## src/rtl/amc_pkg.sv

```systemverilog
package amc_pkg;

  typedef enum logic [2:0] {
    ST_IDLE, ST_SETUP, ST_STROBE, ST_EXTW, ST_HOLD, ST_TURN
  } amc_state_e;

  // chip select is driven from setup through hold
  function automatic logic in_access(amc_state_e s);
    return (s == ST_SETUP) || (s == ST_STROBE) || (s == ST_EXTW) || (s == ST_HOLD);
  endfunction

  // strobe is low in the nominal and the extended strobe
  function automatic logic in_strobe(amc_state_e s);
    return (s == ST_STROBE) || (s == ST_EXTW);
  endfunction

  // remaining nominal strobe cycles after this one are cnt; window needs cnt+1 >= lead
  function automatic logic early_enough(int unsigned cnt, int unsigned lead);
    return (cnt + 1) >= lead;
  endfunction

endpackage

```

## src/rtl/amc_sync.sv

```systemverilog
module amc_sync #(
  parameter int STAGES = 2
) (
  input  logic clk,
  input  logic rst_n,
  input  logic d,
  output logic q
);
  logic [STAGES-1:0] sh_q;

  always_ff @(posedge clk or negedge rst_n) begin
    if (!rst_n) sh_q <= '0;
    else        sh_q <= {sh_q[STAGES-2:0], d};
  end

  assign q = sh_q[STAGES-1];
endmodule

```

## src/rtl/amc_seq.sv

```systemverilog
module amc_seq
  import amc_pkg::*;
#(
  parameter int CNTW = 6
) (
  input  logic            clk,
  input  logic            rst_n,
  input  logic            start,
  input  logic [CNTW-1:0] setup_len,
  input  logic [CNTW-1:0] strobe_len,
  input  logic [CNTW-1:0] hold_len,
  input  logic [CNTW-1:0] turn_len,
  input  logic            ext_go,
  input  logic            ext_done,
  output amc_state_e      state,
  output logic [CNTW-1:0] cnt,
  output logic            strobe_last,
  output logic            hold_last
);
  logic cnt_zero;
  assign cnt_zero    = (cnt == '0);
  assign strobe_last = (state == ST_STROBE) && cnt_zero;
  assign hold_last   = (state == ST_HOLD) && cnt_zero;

  always_ff @(posedge clk or negedge rst_n) begin
    if (!rst_n) begin
      state <= ST_IDLE;
      cnt   <= '0;
    end else begin
      case (state)
        ST_IDLE:
          if (start) begin state <= ST_SETUP; cnt <= setup_len; end
        ST_SETUP:
          if (cnt_zero) begin state <= ST_STROBE; cnt <= strobe_len; end
          else cnt <= cnt - CNTW'(1);
        ST_STROBE:
          if (cnt_zero) begin
            if (ext_go) state <= ST_EXTW;
            else begin state <= ST_HOLD; cnt <= hold_len; end
          end else cnt <= cnt - CNTW'(1);
        ST_EXTW:
          if (ext_done) begin state <= ST_HOLD; cnt <= hold_len; end
        ST_HOLD:
          if (cnt_zero) begin state <= ST_TURN; cnt <= turn_len; end
          else cnt <= cnt - CNTW'(1);
        ST_TURN:
          if (cnt_zero) state <= ST_IDLE;
          else cnt <= cnt - CNTW'(1);
        default: state <= ST_IDLE;
      endcase
    end
  end
endmodule

```

## src/rtl/amc_wait.sv

```systemverilog
module amc_wait
  import amc_pkg::*;
#(
  parameter int CNTW = 6,
  parameter int MWW  = 8,
  parameter int LEAD = 4
) (
  input  logic            clk,
  input  logic            rst_n,
  input  logic            start,
  input  logic            ws,
  input  amc_state_e      state,
  input  logic [CNTW-1:0] cnt,
  input  logic            strobe_last,
  input  logic [MWW-1:0]  wait_max,
  output logic            armed,
  output logic            ext_go,
  output logic            ext_done,
  output logic            ext_timeout
);
  logic [MWW-1:0] wcnt_q;
  logic           at_ceiling;

  assign at_ceiling  = (wcnt_q == wait_max);
  assign ext_go      = strobe_last && armed && ws;
  assign ext_done    = (state == ST_EXTW) && (!ws || at_ceiling);
  assign ext_timeout = (state == ST_EXTW) && ws && at_ceiling;

  always_ff @(posedge clk or negedge rst_n) begin
    if (!rst_n) begin
      armed  <= 1'b0;
      wcnt_q <= '0;
    end else begin
      if (start) armed <= 1'b0;
      else if ((state == ST_STROBE) && ws && early_enough(int'(cnt), LEAD)) armed <= 1'b1;
      if (ext_go) wcnt_q <= '0;
      else if ((state == ST_EXTW) && ws && !at_ceiling) wcnt_q <= wcnt_q + MWW'(1);
    end
  end
endmodule

```

## src/rtl/amc_ctrl.sv

```systemverilog
module amc_ctrl
  import amc_pkg::*;
#(
  parameter int AW          = 22,
  parameter int DW          = 16,
  parameter int BW          = 2,
  parameter int NCS         = 2,
  parameter int SETW        = 4,
  parameter int STBW        = 6,
  parameter int HLDW        = 3,
  parameter int TAW         = 2,
  parameter int MWW         = 8,
  parameter int SYNC_STAGES = 2,
  parameter int WAIT_LEAD   = 4,
  localparam int CSW        = (NCS > 1) ? $clog2(NCS) : 1
) (
  input  logic            clk,
  input  logic            rst_n,
  input  logic [SETW-1:0] cfg_rd_setup,
  input  logic [STBW-1:0] cfg_rd_strobe,
  input  logic [HLDW-1:0] cfg_rd_hold,
  input  logic [SETW-1:0] cfg_wr_setup,
  input  logic [STBW-1:0] cfg_wr_strobe,
  input  logic [HLDW-1:0] cfg_wr_hold,
  input  logic [TAW-1:0]  cfg_turn,
  input  logic [MWW-1:0]  cfg_wait_max,
  input  logic            req_valid,
  output logic            req_ready,
  input  logic            req_write,
  input  logic [CSW-1:0]  req_cs,
  input  logic [BW-1:0]   req_ba,
  input  logic [AW-1:0]   req_addr,
  input  logic [DW-1:0]   req_wdata,
  output logic            done,
  output logic [DW-1:0]   done_rdata,
  output logic            done_timeout,
  output logic [NCS-1:0]  mem_cs_n,
  output logic [BW-1:0]   mem_ba,
  output logic [AW-1:0]   mem_addr,
  output logic [DW-1:0]   mem_data_o,
  input  logic [DW-1:0]   mem_data_i,
  output logic            mem_data_oe,
  output logic            mem_we_n,
  output logic            mem_oe_n,
  input  logic            mem_wait_n
);
  localparam int CNTW = (STBW > SETW) ? STBW : SETW;

  amc_state_e      state_q;
  logic [CNTW-1:0] cnt;
  logic            start, strobe_last, hold_last;
  logic            ws, wait_armed, ext_go, ext_done, ext_timeout;
  logic            op_wr_q, to_q, done_q;
  logic [CSW-1:0]  cs_q;
  logic [BW-1:0]   ba_q;
  logic [AW-1:0]   addr_q;
  logic [DW-1:0]   wdata_q, rdata_q;
  logic [CNTW-1:0] setup_len, strobe_len, hold_len, turn_len;
  logic            strobe_end_evt;

  assign req_ready = (state_q == ST_IDLE);
  assign start     = req_valid && req_ready;

  // setup length is picked by the incoming request, the rest by the latched one
  assign setup_len  = req_write ? CNTW'(cfg_wr_setup)  : CNTW'(cfg_rd_setup);
  assign strobe_len = op_wr_q   ? CNTW'(cfg_wr_strobe) : CNTW'(cfg_rd_strobe);
  assign hold_len   = op_wr_q   ? CNTW'(cfg_wr_hold)   : CNTW'(cfg_rd_hold);
  assign turn_len   = CNTW'(cfg_turn);

  amc_sync #(.STAGES(SYNC_STAGES)) u_sync (
    .clk(clk), .rst_n(rst_n), .d(~mem_wait_n), .q(ws)
  );

  amc_seq #(.CNTW(CNTW)) u_seq (
    .clk(clk), .rst_n(rst_n), .start(start),
    .setup_len(setup_len), .strobe_len(strobe_len), .hold_len(hold_len), .turn_len(turn_len),
    .ext_go(ext_go), .ext_done(ext_done),
    .state(state_q), .cnt(cnt), .strobe_last(strobe_last), .hold_last(hold_last)
  );

  amc_wait #(.CNTW(CNTW), .MWW(MWW), .LEAD(WAIT_LEAD)) u_wait (
    .clk(clk), .rst_n(rst_n), .start(start), .ws(ws), .state(state_q), .cnt(cnt),
    .strobe_last(strobe_last), .wait_max(cfg_wait_max),
    .armed(wait_armed), .ext_go(ext_go), .ext_done(ext_done), .ext_timeout(ext_timeout)
  );

  // last cycle with a strobe low: the nominal end without extension, or the extension end
  assign strobe_end_evt = (strobe_last && !ext_go) || ext_done;

  always_ff @(posedge clk or negedge rst_n) begin
    if (!rst_n) begin
      op_wr_q <= 1'b0;
      cs_q    <= '0;
      ba_q    <= '0;
      addr_q  <= '0;
      wdata_q <= '0;
      rdata_q <= '0;
      to_q    <= 1'b0;
      done_q  <= 1'b0;
    end else begin
      if (start) begin
        op_wr_q <= req_write;
        cs_q    <= req_cs;
        ba_q    <= req_ba;
        addr_q  <= req_addr;
        wdata_q <= req_wdata;
        to_q    <= 1'b0;
      end else if (ext_timeout) begin
        to_q <= 1'b1;
      end
      if (strobe_end_evt && !op_wr_q) rdata_q <= mem_data_i;
      done_q <= hold_last;
    end
  end

  always_comb begin
    mem_cs_n = '1;
    if (in_access(state_q)) mem_cs_n[cs_q] = 1'b0;
  end

  assign mem_ba       = ba_q;
  assign mem_addr     = addr_q;
  assign mem_data_o   = wdata_q;
  assign mem_data_oe  = in_access(state_q) && op_wr_q;
  assign mem_we_n     = !(in_strobe(state_q) && op_wr_q);
  assign mem_oe_n     = !(in_strobe(state_q) && !op_wr_q);
  assign done         = done_q;
  assign done_rdata   = rdata_q;
  assign done_timeout = done_q && to_q;
endmodule

```

## config.mk

```make
export PLATFORM = sky130hd
export DESIGN_NAME = amc_ctrl
export DESIGN_NICKNAME = d
export VERILOG_FILES = /design/src/rtl/amc_pkg.sv /design/src/rtl/amc_sync.sv /design/src/rtl/amc_seq.sv /design/src/rtl/amc_wait.sv /design/src/rtl/amc_ctrl.sv
export SDC_FILE = /design/constraint.sdc
export NUM_CORES = 1
export LEC_CHECK = 0
export BUFFER_PORTS_ARGS = -buffer_cell sky130_fd_sc_hd__buf_4
export CAP_MARGIN = 30
export CORE_MARGIN = 2
export CORE_UTILIZATION = 40
export CTS_CLUSTER_DIAMETER = 150
export CTS_CLUSTER_SIZE = 30
export DETAILED_ROUTE_END_ITERATION = 12
export GPL_TIMING_DRIVEN = 0
export PLACE_DENSITY = 0.68
export SETUP_SLACK_MARGIN = 0.1
export SLEW_MARGIN = 20
export SYNTH_ARGS = -nofsm -noshare
export SYNTH_HDL_FRONTEND = slang
export SYNTH_SLANG_ARGS = --single-unit
```

## constraint.sdc

```tcl
create_clock -name clk -period 6.4 [get_ports clk]
set_input_delay 1.6 -clock clk [delete_from_list [all_inputs] [get_ports clk]]
set_output_delay 1.6 -clock clk [all_outputs]
set_load 0.02 [all_outputs]
```

# Word-level counts from Yosys, hierarchy flattened
# Cells that the tools add are included.
[word_totals] regBits=80 latch_bits=0 mem_bits_rw=0 romBits=0 input_bits=98 elab_cells=101 mem_count=0
[op_classes] add_sub_neg=3 multipliers=0 div=0 magnitude_cmp=3 n_eq_ne=14 shifts=0 muxes=28 bitwise_logic=2 n_reduce_logical=38
[op_table] op="6-bit two-way mux" count=8
[op_table] op="6-bit one-hot mux with 6 select lines" count=1
[op_table] op="32-bit by 3-bit greater-or-equal comparator with 1-bit output, second input constant" count=1
[op_table] op="3-bit two-way mux" count=8
[op_table] op="1-bit logical AND" count=18
[op_table] op="3-bit one-hot mux with 6 select lines" count=1
[op_table] op="8-bit two-way mux" count=2
[op_table] op="2-bit by 1-bit inequality test with 1-bit output, second input constant" count=5
[op_table] op="8-bit by 1-bit adder with 8-bit output, second input constant" count=1
[op_table] op="8-bit == test" count=1
[op_table] op="6-bit by 1-bit adder with 7-bit output, second input constant" count=1
[op_table] op="3-bit by 2-bit == test with 1-bit output, second input constant" count=2
[op_table] op="3-bit == test, second input constant" count=2
[op_table] op="1-bit logical NOT" count=6
[op_table] op="6-bit logical NOT" count=1
[op_table] op="1-bit logical OR" count=6
[op_table] op="6-bit AND reduction" count=1
[op_table] op="2-bit nonzero test" count=3
[op_table] op="6-bit nonzero test" count=1
[op_table] op="6-bit by 1-bit subtractor with 6-bit output, second input constant" count=1
[op_table] op="1-bit two-way mux" count=5
[op_table] op="5-bit AND reduction" count=1
[op_table] op="4-bit two-way mux" count=1
[op_table] op="2-bit inequality test, second input constant" count=2
[op_table] op="other kinds (9)" count=9

# Logic depth before layout (Yosys ltp)
[depth] ltp_word=8 ltp_mapped=9

# By module
# A second synthesis with hierarchy kept.
[unflattened] hier_cells=375 hier_area_um2=4420.5
[modules_own_cells] module="amc_ctrl" instances=1 cells_each=155 area_each_um2=2666.3 seq_area_each_um2=1501.4
[modules_own_cells] module="amc_seq" instances=1 cells_each=141 area_each_um2=1024.7 seq_area_each_um2=225.2
[modules_own_cells] module="amc_wait" instances=1 cells_each=77 area_each_um2=679.4 seq_area_each_um2=225.2
[modules_own_cells] module="amc_sync" instances=1 cells_each=2 area_each_um2=50.0 seq_area_each_um2=50.0

# Least setup slack after synthesis
# OpenSTA, ideal clock, no wires.
[synth_timing] path_type="input-to-reg" from="input cfg_wait_max[6]" to="register rdata_q[10], in the netlist done_rdata[10]" setup_ps=125 arrival_ps=3439 required_time_ps=6275 path_slack_ps=2836 cell_stages=6 cell_sequence="xor2_1 nor4_1 nand2_1 a311oi_4 buf_6 mux2_2"
[synth_via] elab_chain_len=5
[synth_rtl] item="start: declaration" line_no="amc_ctrl.sv:26" source="input logic [MWW-1:0] cfg_wait_max,"
[synth_rtl] item="8-bit == test" line_no="amc_wait.sv:24" source="assign at_ceiling = (wcnt_q == wait_max);"
[synth_rtl] item="1-bit logical OR" line_no="amc_wait.sv:26" source="assign ext_done = (state == ST_EXTW) && (!ws || at_ceiling);"
[synth_rtl] item="1-bit logical AND" line_no="amc_wait.sv:26"
[synth_rtl] item="1-bit logical OR" line_no="amc_ctrl.sv:88" source="assign strobe_end_evt = (strobe_last && !ext_go) || ext_done;"
[synth_rtl] item="1-bit logical AND" line_no="amc_ctrl.sv:111" source="if (strobe_end_evt && !op_wr_q) rdata_q <= mem_data_i;"
[synth_rtl] item="end signal: assignment" line_no="amc_ctrl.sv:111"
[synth_rtl] item="end: declaration" line_no="amc_ctrl.sv:57" source="logic [DW-1:0] wdata_q, rdata_q;"
# Every way passes these cells.
# A chain may end at the register's enable or synchronous reset.

# Worst setup path in the final report
[layout_timing] from="input cfg_wait_max[5]" to="register rdata_q[15], in the netlist done_rdata[15]"
# The elaborated chain is that of the path after synthesis.

==> results.md <==
* Syn nets at 437
* Max VDD drop at 0.312 mV
* Flop pwr share at 32.0%
* Layout area overhead at 40.3%
* Clock buffer depth at 2
* Yosys top cell by area: dfrtp_1
* CP arrival at 4.03 ns
* Final Cell Area at 5540 um^2
* Sum Neg Setup Slack at 0 ns
* Die H at 103 um
* Hold Path Stages at 0
* Top-area cell type share of the netlist area at 50.7%
* Highest clock rate at 0.264 GHz
* Synth top area cells: dfrtp_1, mux2_2, mux2i_1
* Initial cell density of the core at 40.8%
* Rel. slew slack at 46.0%
* Core ar. at 9680 um^2
* Cell internal pwr at 1.68 mW
* Crit Path Category: in2reg
* CTS tree: built
* Final Hold Violating Endpoints at 0
* Clock Tree Root: clkbuf_8
* Commonest register cell after synthesis: dfrtp_1
* Initial drt markers at 78
* CP Data Required Time at 6.64 ns
* Worst-margin pin slew at 0.802 ns
* Diode count at 0
* Vias in the first global route at 3368
* WL met3 at 966 um
* Die area at 10700 um^2
* Fillers at 849
* Reg2Reg Setup Slack at 3.49 ns
* Seq/Total Area, Yosys at 50.7%
* Yosys warning count at 0
* Reg-to-Reg Start: u_wait.wcnt_q[3]$_DFFE_PN0P_
* Slew Limit Fails at 0
* M1 WL at 4110 um
* Hpwl dp at 7860 um
* Area after DPL at 5350 um^2
* Endpoint, Worst Hold: u_sync.sh_q[1]$_DFF_PN0_
* Power Dens Cells at 514 nW/um^2
* EDFF count, synth at 0
* DRC viols at 0
* Capture point of the worst reg-to-reg path: done_rdata[15]$_DFFE_PN0P_
* Synth unique cells at 55
* CTS Buf Count at 9
* Leakage Power at 2.54 nW
* Via count at 3302
* CTS sink count at 80
* Port Buf Inserts at 160
* Syn_area_per_cell at 11.8 um^2
* Final antenna-violating net count at 0
* Final core utilization at 57.2%
* RD Place Congestion at 0.883
* Clk slew on worst S/H paths at 0.09 ns
* Status: complete, no violations
* Final Net Count at 610
* Count of final setup violators at 0
* Wire per inst at 15.7 um
* DR top layer: met4
* Fin crit period at 3.78 ns
* Setup bufs post-CTS at 0
* Mapped Area at 3950 um^2
* Clock power share at 12.8%
* Global-route wire length before repair at 15800 um
* Hold buffers post-CTS at 0
* HP Start: u_sync.sh_q[0]$_DFF_PN0_
* Min-delay worst type: reg2reg
* Layout cells sized above 1 at 48.7%
* Row cnt at 36
* Startpoint Class: input port
* Routed wire length at 10100 um
* Clk_lat worst skew at 0.35 ns
* H-tree levels at 3
* Async S/R FF share, synth at 100%
* Maxcap violations at 0
* Post-route clock period utilization at 59.1%
* Unrepaired setup endpoints after global routing: no
* Switching share of power at 41.1%
* Vias per Instance at 5.13
* Most common cell in the netlist: dfrtp_1
* Drt first pass iters at 4
* Syn Inst Count at 334
* Top cells by instance count after synthesis: dfrtp_1, mux2_2, nor2_1
* Critical Path Sink Type: flop
* Met2 WL at 4900 um
* Largest net degree at the start of global routing at 46
* R2R cell count at 6
* Grt ovf at 0
* Fin Hold WS at 0.345 ns
* Top Ports at 162
* Post-CTS sizing at 0
* Antenna violations before repair at 0
* Worst Skew at 0.00661 ns
* Die width at 103 um
* P_sw at 1.17 mW
* CP max FO at 10
* Flops & latches, synth at 80
* Power share of the combinational group at 55.2%
* Gr usage total at 19.3%
==> metrics by stage <==
step	setup slack [ns]	cells	total power, mW
2_1_floorplan	2.84	334	1.90
3_3_place_gp	2.31	627	2.46
3_5_place_dp	2.26	628	2.50
4_1_cts	2.61	643	2.88
5_1_grt	2.43	644	3.05
6_report	2.62	644	2.85
==> logic make-up (layout without fill, tap and decap cells) <==
logic type | Yosys count | count (layout) | share of synthesized area [%]
buffers and inverters | 29 | 206 | 3.04
adders and majority gates | 5 | 5 | 1.58
DFF | 80 | 80 | 50.7
xor gates and xnor gates | 11 | 11 | 2.44
AOI/OAI and AO/OA | 58 | 58 | 11.2
muxes | 72 | 72 | 20.3
and+or+nand+nor | 79 | 79 | 10.8
==> layout make-up <==
class / count / area (um^2) / share of cell area [%]
multi-input combinational: 225 / 1830 / 33.0
clock buffer: 10 / 128 / 2.30
tap: 133 / 166 / 3.00
clock inverter: 5 / 57.6 / 1.04
buffer: 20 / 86.3 / 1.56
sequential: 80 / 2000 / 36.1
timing repair buffer: 162 / 1240 / 22.4
inverter: 9 / 33.8 / 0.609
==> power groups by stage <==
stage	Clock (mW)	Sequential, mW	Combinational (mW)
6_report	0.365	0.911	1.57
3_5_place_dp	0	0.919	1.58
5_1_grt	0.401	0.945	1.70
3_3_place_gp	0	0.907	1.55
2_1_floorplan	0	1.12	0.786
4_1_cts	0.382	0.913	1.58
==> sequential cells by signal, indices dropped and copies added (netlist names), 2 cells and up <==
name / count
done_rdata: 16
mem_addr: 22
mem_ba: 2
mem_data_o: 16
u_seq.cnt: 6
u_seq.state: 3
u_sync.sh_q: 2
u_wait.wcnt_q: 8
==> per-layer routing <==
metal  global-route usage (%)  vias to the layer above
met4                     7.89                        0
met3                     7.33                       14
li1                         -                     1566
met1                     24.4                     1599
met2                     29.8                      123
met5                        0                        -
==> critical path, cell delays in order <==
cell      delay [ns]
buf_4           0.11
xor2_1          0.13
nor4_1          0.71
nand2_1         0.30
a311oi_4        0.60
buf_6           0.22
mux2_2          0.34
==> placed cells by master, fill, tap and decap left out, drive strengths merged, types with 2 or more instances in the layout <==
master and count:
xor2 8, o22ai 3, mux2i 8, ha 5, a32oi 2, clkinv 3, a21oi 12, and2 5
o31ai 4, nor2b 2, a211oi 2, o311ai 2, dfrtp 80, o21a 3, or4 2, inv 10
nor2 18, buf 171, and3 6, nor4b 4, nor3 9, mux2 64, nand3 8, o21ai 8
nand2b 4, or3 2, a2111oi 4, nor4 3, nand2 11, o32a 2, clkbuf 20, o211ai 3
xnor2 3
==> worst max-delay path by stage <==
stage,depth (start not counted),endpoint,start,slack (ns)
after floorplan,6,done_rdata[10]$_DFFE_PN0P_,cfg_wait_max[6],2.84
after global placement,7,done_rdata[13]$_DFFE_PN0P_,cfg_wait_max[5],2.31
after detailed placement,7,done_rdata[15]$_DFFE_PN0P_,cfg_wait_max[5],2.26
after CTS,7,done_rdata[15]$_DFFE_PN0P_,cfg_wait_max[5],2.61
after global routing,7,done_rdata[9]$_DFFE_PN0P_,cfg_wait_max[0],2.43
final,7,done_rdata[15]$_DFFE_PN0P_,cfg_wait_max[5],2.62
Note: power is estimated with default switching activity, not from simulation.
